**src/rtl/pwm_gate_pkg.sv**
```systemverilog
package pwm_gate_pkg;
  localparam int NUM_GATES = 2;
  localparam int GATE_HI   = 0;
  localparam int GATE_LO   = 1;

  function automatic int max_on_cycles(input int period, input int pct);
    return (period * pct) / 100;
  endfunction
endpackage

```
**src/rtl/pwm_ramp.sv**
```systemverilog
module pwm_ramp #(
  parameter int PERIOD  = 333,
  parameter int MAX_PCT = 90,
  parameter int CW      = $clog2(PERIOD)
) (
  input  logic          clk,
  input  logic          rst,
  input  logic [CW-1:0] duty_cmd,
  output logic [CW-1:0] ramp,
  output logic [CW-1:0] duty_q,
  output logic          wrap_stb
);
  import pwm_gate_pkg::*;

  localparam int            MAX_ON = max_on_cycles(PERIOD, MAX_PCT);
  localparam logic [CW-1:0] LAST   = CW'(PERIOD - 1);
  localparam logic [CW-1:0] CAP    = CW'(MAX_ON);

  logic          at_last;
  logic [CW-1:0] duty_lim;

  assign at_last  = (ramp == LAST);
  assign duty_lim = (duty_cmd > CAP) ? CAP : duty_cmd;

  always_ff @(posedge clk) begin
    if (rst) begin
      ramp     <= '0;
      duty_q   <= '0;
      wrap_stb <= 1'b0;
    end else begin
      wrap_stb <= at_last;
      if (at_last) begin
        ramp   <= '0;
        duty_q <= duty_lim;
      end else begin
        ramp <= ramp + 1'b1;
      end
    end
  end

  // held duty never exceeds the cap
  p_duty_capped_r2: assert property (@(posedge clk) disable iff (rst)
    duty_q <= CAP);

  // held duty changes only at a period boundary
  p_duty_held_r6: assert property (@(posedge clk) disable iff (rst)
    !wrap_stb |-> $stable(duty_q));

  // strobe lasts one cycle and coincides with ramp zero
  p_strobe_single_r7: assert property (@(posedge clk) disable iff (rst)
    wrap_stb |=> !wrap_stb);

  p_strobe_at_zero_r7: assert property (@(posedge clk) disable iff (rst)
    wrap_stb |-> (ramp == '0));
endmodule

```
**src/rtl/pwm_deadband.sv**
```systemverilog
module pwm_deadband #(
  parameter int DT = 2,
  parameter int DW = $clog2(DT + 1)
) (
  input  logic clk,
  input  logic rst,
  input  logic req,
  output logic gate
);
  localparam logic [DW-1:0] DT_V = DW'(DT);

  logic [DW-1:0] run;

  always_ff @(posedge clk) begin
    if (rst) begin
      run  <= '0;
      gate <= 1'b0;
    end else begin
      gate <= req && (run == DT_V);
      if (!req)
        run <= '0;
      else if (run != DT_V)
        run <= run + 1'b1;
    end
  end

  // a withdrawn request turns the gate off on the next cycle
  p_off_follows_r8: assert property (@(posedge clk) disable iff (rst)
    !req |=> !gate);

  // a gate only rises after its request was already present
  p_rise_needs_req_r3: assert property (@(posedge clk) disable iff (rst)
    $rose(gate) |-> $past(req));
endmodule

```
**src/rtl/sync_buck_pwm.sv**
```systemverilog
module sync_buck_pwm #(
  parameter int PERIOD  = 333,
  parameter int DT      = 2,
  parameter int MAX_PCT = 90,
  parameter int CW      = $clog2(PERIOD)
) (
  input  logic          clk,
  input  logic          rst,
  input  logic          en,
  input  logic [CW-1:0] duty_cmd,
  input  logic          fault_off,
  output logic          hi_gate,
  output logic          lo_gate,
  output logic          period_start
);
  import pwm_gate_pkg::*;

  logic [CW-1:0]        ramp;
  logic [CW-1:0]        duty_q;
  logic                 active;
  logic                 below;
  logic [NUM_GATES-1:0] req;
  logic [NUM_GATES-1:0] gates;

  pwm_ramp #(.PERIOD(PERIOD), .MAX_PCT(MAX_PCT), .CW(CW)) u_ramp (
    .clk      (clk),
    .rst      (rst),
    .duty_cmd (duty_cmd),
    .ramp     (ramp),
    .duty_q   (duty_q),
    .wrap_stb (period_start)
  );

  assign active       = en && !fault_off;
  assign below        = (ramp < duty_q);
  assign req[GATE_HI] = active && below;
  assign req[GATE_LO] = active && !below;

  for (genvar g = 0; g < NUM_GATES; g++) begin : g_chan
    pwm_deadband #(.DT(DT)) u_db (
      .clk  (clk),
      .rst  (rst),
      .req  (req[g]),
      .gate (gates[g])
    );
  end

  assign hi_gate = gates[GATE_HI];
  assign lo_gate = gates[GATE_LO];

  // no shoot-through
  p_no_overlap_r3: assert property (@(posedge clk) disable iff (rst)
    !(hi_gate && lo_gate));

  // each rising gate follows a cycle with the other gate off
  p_gap_before_hi_r3: assert property (@(posedge clk) disable iff (rst)
    $rose(hi_gate) |-> !$past(lo_gate));

  p_gap_before_lo_r3: assert property (@(posedge clk) disable iff (rst)
    $rose(lo_gate) |-> !$past(hi_gate));

  // disable or fault forces both gates off next cycle
  p_forced_off_r8: assert property (@(posedge clk) disable iff (rst)
    (!en || fault_off) |=> (!hi_gate && !lo_gate));
endmodule

```
**config.mk**
```make
export PLATFORM = sky130hd
export DESIGN_NAME = sync_buck_pwm
export DESIGN_NICKNAME = d
export VERILOG_FILES = /design/src/rtl/pwm_gate_pkg.sv /design/src/rtl/pwm_ramp.sv /design/src/rtl/pwm_deadband.sv /design/src/rtl/sync_buck_pwm.sv
export SDC_FILE = /design/constraint.sdc
export NUM_CORES = 1
export LEC_CHECK = 0
export ABC_CLOCK_PERIOD_IN_PS = 3600
export BUFFER_PORTS_ARGS = -buffer_cell sky130_fd_sc_hd__buf_4
export CAP_MARGIN = 20
export CORE_AREA = 5 5 52 54
export DETAILED_ROUTE_END_ITERATION = 7
export DIE_AREA = 0 0 57 59
export MAX_ROUTING_LAYER = met4
export PLACE_DENSITY = 0.8
export SYNTH_ARGS = -nofsm -noshare
export SYNTH_HDL_FRONTEND = slang
export SYNTH_SLANG_ARGS = --single-unit
```
**constraint.sdc**
```tcl
create_clock -name clk -period 3.6 [get_ports clk]
set_input_delay 0.72 -clock clk [delete_from_list [all_inputs] [get_ports clk]]
set_output_delay 0.72 -clock clk [all_outputs]
set_load 0.01 [all_outputs]
```
==> metrics.csv <==
stage;metric;value;unit
global_routing;grt met3 use;2.832;%
power_and_ir_drop;Worst VDD drop;0.0002115;V
routing;WL final;2.379;mm
clock_tree;CTS sink count;25;
die;die outline height;59;um
min_path;type of the tightest min-delay check;reg -> reg;
critical_path;kind of start point of the critical path;register;
placed_design;Placement Cell Area;0.001389;sq mm
sta;total setup violations reported at the end of the flow;0;
synth;share of synthesized area spent on multiplexers;0;%
power_and_ir_drop;power dissipated by switching net loads;119.2;uW
routing;WL per Instance;13.14;um
synth;number of synthesized register bits;25;
clock_tree;depth of the CTS H-tree;1;
synth;Syn Area/Cell;9.231;sq um
synth;Synth Warn #;0;
sta;sum of negative setup slack;0;ns
power_and_ir_drop;proportion of power drawn by flip-flops and latches;61.5;%
cells_and_area;fillers;188;
cells_and_area;area of combinational cells with multiple inputs;691.9;sq um
global_routing;met1 Resource Use GR;17.82;%
placed_design;routability congestion estimate;0.7417;
synth;Compound-Gate Fraction of Synth Area;15.96;%
power_and_ir_drop;proportion of power drawn by the clock network;28.9;%
synth;library cells used by synthesis;31;
routing;antenna-violating nets left;0;
sta;final worst-path setup slack;1.917;ns
power_and_ir_drop;Int Power;345.3;uW
global_routing;all-layer global routing usage;15.85;%
die;die area;0.003363;sq mm
cells_and_area;Non-Filler Cell Area, Final;0.001419;sq mm
synth;simple-gate area share of the yosys netlist;21.18;%
sta;clock skew;0.008128;ns
sta;number of endpoints with negative hold slack in the final report;0;
critical_path;critical setup path kind;reg -> reg;
global_routing;maximum number of pins on one net before global-route repair;16;
power_and_ir_drop;part of the power in combinational logic;9.6;%
critical_path;ordered cell list for the critical path;inv_1 -> ha_1 -> nand4_1 -> nor3b_4 -> o311a_2 -> a221o_2;
routing;via count;1026;
sta;shortest period the worst path allows;1.683;ns
synth;main combinational cell family by area after synthesis;simple AND/OR/NAND/NOR gates;
synth;synthesized area;0.001246;sq mm
routing;DRC Markers;0;
critical_path;CP Data Required Time;3.89;ns
synth;cells taking the most area after synthesis;sky130_fd_sc_hd__dfxtp_1 40%, sky130_fd_sc_hd__ha_1 12%, sky130_fd_sc_hd__nand2_1 5.1%;
cells_and_area;final net count;179;
routing;DR pass1 iterations;4;
global_routing;number of global-route vias before repair;922;
die;overall die width;57;um
clock_tree;number of gates resized after cts;0;
clock_tree;maximum root-to-sink buffer count;2;
critical_path;data arrival time of the critical path;1.97;ns
sta;RSZ-0062 raised after global routing;no;
power_and_ir_drop;leakage power summed over all cells;0.0005440;uW
critical_path;gate family responsible for the most delay along the worst path;simple AND/OR/NAND/NOR gates;
sta;worst hold slack;0.4910;ns
clock_tree;TritonCTS Buffers;3;
critical_path;number of buffers and inverters on the critical path;1;
cells_and_area;fraction of layout instances using a drive strength above 1;18.95;%
synth;fraction of synthesized cell area taken by the top area cell type;40.16;%
global_routing;GR Util met2;26.75;%
synth;adder-cell share of the synthesized area;12.05;%
die;I/O pin count;16;
routing;DRC marker count from the first detailed-route iteration;2;
sta;final worst path period share;46.75;%
job;count of max-cap constraint violations;0;
synth;number of nets produced by synthesis;160;
clock_tree;TritonCTS clock tree;built;
global_routing;antenna violations before repair;0;
global_routing;first-pass GRT wire length;4.022;mm
placed_design;worst slack at placement;1.770;ns
synth;leading area contributor after synthesis;sky130_fd_sc_hd__dfxtp_1;
run_status;status;complete, no violations;
synth;xor and xnor area share after synthesis;6.325;%
sta;highest attainable clock frequency;594.1;MHz
global_routing;GRT Residual Overflow;0;
die;std cell rows;17;
cells_and_area;commonest non-fill, non-tap cell in the layout;sky130_fd_sc_hd__dfxtp_1;
cells_and_area;sequential cell area;500.5;sq um
synth;cell count after synthesis;135;
sta;worst-margin pin slew;0.6575;ns
power_and_ir_drop;total power divided by cell area;327.4;mW/mm^2
clock_tree;Setup Buffers After CTS;0;
critical_path;Worst path max stage delay;0.43;ns
critical_path;crit end category;register;
cells_and_area;Synth-to-Final Area Change;13.86;%
clock_tree;Clock Root Buffer;sky130_fd_sc_hd__clkbuf_4;
die;starting utilization of the core area;57.44;%
placed_design;sum of net half-perimeters after detailed placement;1.936;mm
clock_tree;post-CTS clock slew at the launch and capture registers of the worst setup and hold paths;0.15;ns
cells_and_area;non-filler cells, final;181;
power_and_ir_drop;switching share of total power;25.66;%
die;standard cell core area;0.002170;sq mm
critical_path;largest fanout on the critical path;10;
synth;sequential fraction of the synthesis area;40.16;%
placed_design;Port-buffer cells;15;
sta;Relative slew margins;56.07;%
cells_and_area;most used cells in the layout excluding fill and tap cells;25 x sky130_fd_sc_hd__dfxtp_1, 17 x sky130_fd_sc_hd__nand2_1, 15 x sky130_fd_sc_hd__buf_4, 13 x sky130_fd_sc_hd__inv_1, 12 x sky130_fd_sc_hd__ha_1;
clock_tree;Hold Buf Count CTS;0;
routing;Via-to-Cell Ratio;5.669;
sta;pins over their slew limit;0;
critical_path;Max stage delay cell, worst path;sky130_fd_sc_hd__nor3b_4;
cells_and_area;number of inserted diodes;0;
placed_design;Post-Place Cells;177;
global_routing;layer with the highest usage;met2;
clock_tree;latest clock arrival within the worst-skew pair;0.33;ns
-- sequential cells by signal, summed over array words and instances, names as in the netlist --
name / count
u_ramp.ramp: 9
g_chan.u_db.gate: 2
g_chan.u_db.run: 4
u_ramp.duty_q: 9
u_ramp.wrap_stb: 1
-- per-layer routing --
metal | routed length, um | vias to the layer above
met5 | 0 | -
met4 | 57 | 0
met3 | 100 | 7
met2 | 1203 | 20
met1 | 1018 | 489
li1 | - | 510
-- synthesized netlist by cell type --
cell type and number:
sky130_fd_sc_hd__nor2_1 10, sky130_fd_sc_hd__o31ai_1 1, sky130_fd_sc_hd__a211o_1 1, sky130_fd_sc_hd__nor2_2 1, sky130_fd_sc_hd__buf_2 1, sky130_fd_sc_hd__a21oi_1 6, sky130_fd_sc_hd__nor2b_1 1, sky130_fd_sc_hd__xor2_1 2
sky130_fd_sc_hd__o21ai_0 5, sky130_fd_sc_hd__a221o_2 4, sky130_fd_sc_hd__nor3b_1 1, sky130_fd_sc_hd__o21a_1 2, sky130_fd_sc_hd__and4_1 1, sky130_fd_sc_hd__and2_1 2, sky130_fd_sc_hd__nand4_1 1, sky130_fd_sc_hd__a32o_1 4
sky130_fd_sc_hd__nor3_1 6, sky130_fd_sc_hd__dfxtp_1 25, sky130_fd_sc_hd__ha_1 12, sky130_fd_sc_hd__nor4b_4 1, sky130_fd_sc_hd__nand2b_1 1, sky130_fd_sc_hd__xnor2_1 7, sky130_fd_sc_hd__a41oi_1 1, sky130_fd_sc_hd__or2_2 1
sky130_fd_sc_hd__nand3_1 4, sky130_fd_sc_hd__inv_1 13, sky130_fd_sc_hd__o311a_2 1, sky130_fd_sc_hd__nand2_1 17, sky130_fd_sc_hd__nor3b_4 1, sky130_fd_sc_hd__and4_2 1, sky130_fd_sc_hd__a21o_1 1
-- layout make-up --
cell class	instances	area share, %
clock inverter	1	0.5291
tap	28	2.469
clock buffer	3	1.587
inverter	13	3.439
multi-input combinational	96	48.77
sequential	25	35.27
timing repair buffer	15	7.937
-- worst paths after layout --
check / to / slack (ns) / from / cells after the start
max: u_ramp.duty_q[0]$_SDFFE_PP0P_ / 1.92 / u_ramp.ramp[0]$_SDFF_PP0_ / 6
min: u_ramp.duty_q[4]$_SDFFE_PP0P_ / 0.49 / u_ramp.duty_q[4]$_SDFFE_PP0P_ / 1
max reg2reg: u_ramp.duty_q[0]$_SDFFE_PP0P_ / 1.92 / u_ramp.ramp[0]$_SDFF_PP0_ / 6
min reg2reg: u_ramp.duty_q[4]$_SDFFE_PP0P_ / 0.49 / u_ramp.duty_q[4]$_SDFFE_PP0P_ / 1
-- power by group through the flow --
stage / Clock, uW / Combinational [uW] / Sequential [uW]
after floorplan: 0 / 25.3 / 291
after CTS: 137 / 44.7 / 286
after global placement: 0 / 42.0 / 291
final: 134 / 44.4 / 286
after global routing: 152 / 49.8 / 287
after detailed placement: 0 / 44.6 / 292
-- kinds of logic (layout without fill, tap and decap cells) --
| kind of cell | Yosys count | count (layout) |
|---|---|---|
| buffers and inverters | 14 | 32 |
| AND/OR/NAND/NOR | 49 | 49 |
| adder cells (fa/ha/maj) | 12 | 12 |
| flip-flops | 25 | 25 |
| AO/OA/AOI/OAI | 26 | 26 |
| XOR/XNOR | 9 | 9 |
-- metrics by stage --
step / utilization [%] / power (uW)
2_1_floorplan: - / 316.0
3_3_place_gp: 64.01 / 333.5
3_5_place_dp: 64.01 / 336.4
4_1_cts: 65.40 / 467.0
5_1_grt: 65.40 / 488.6
6_report: 65.40 / 464.5
(Power assumes the default switching activity.)
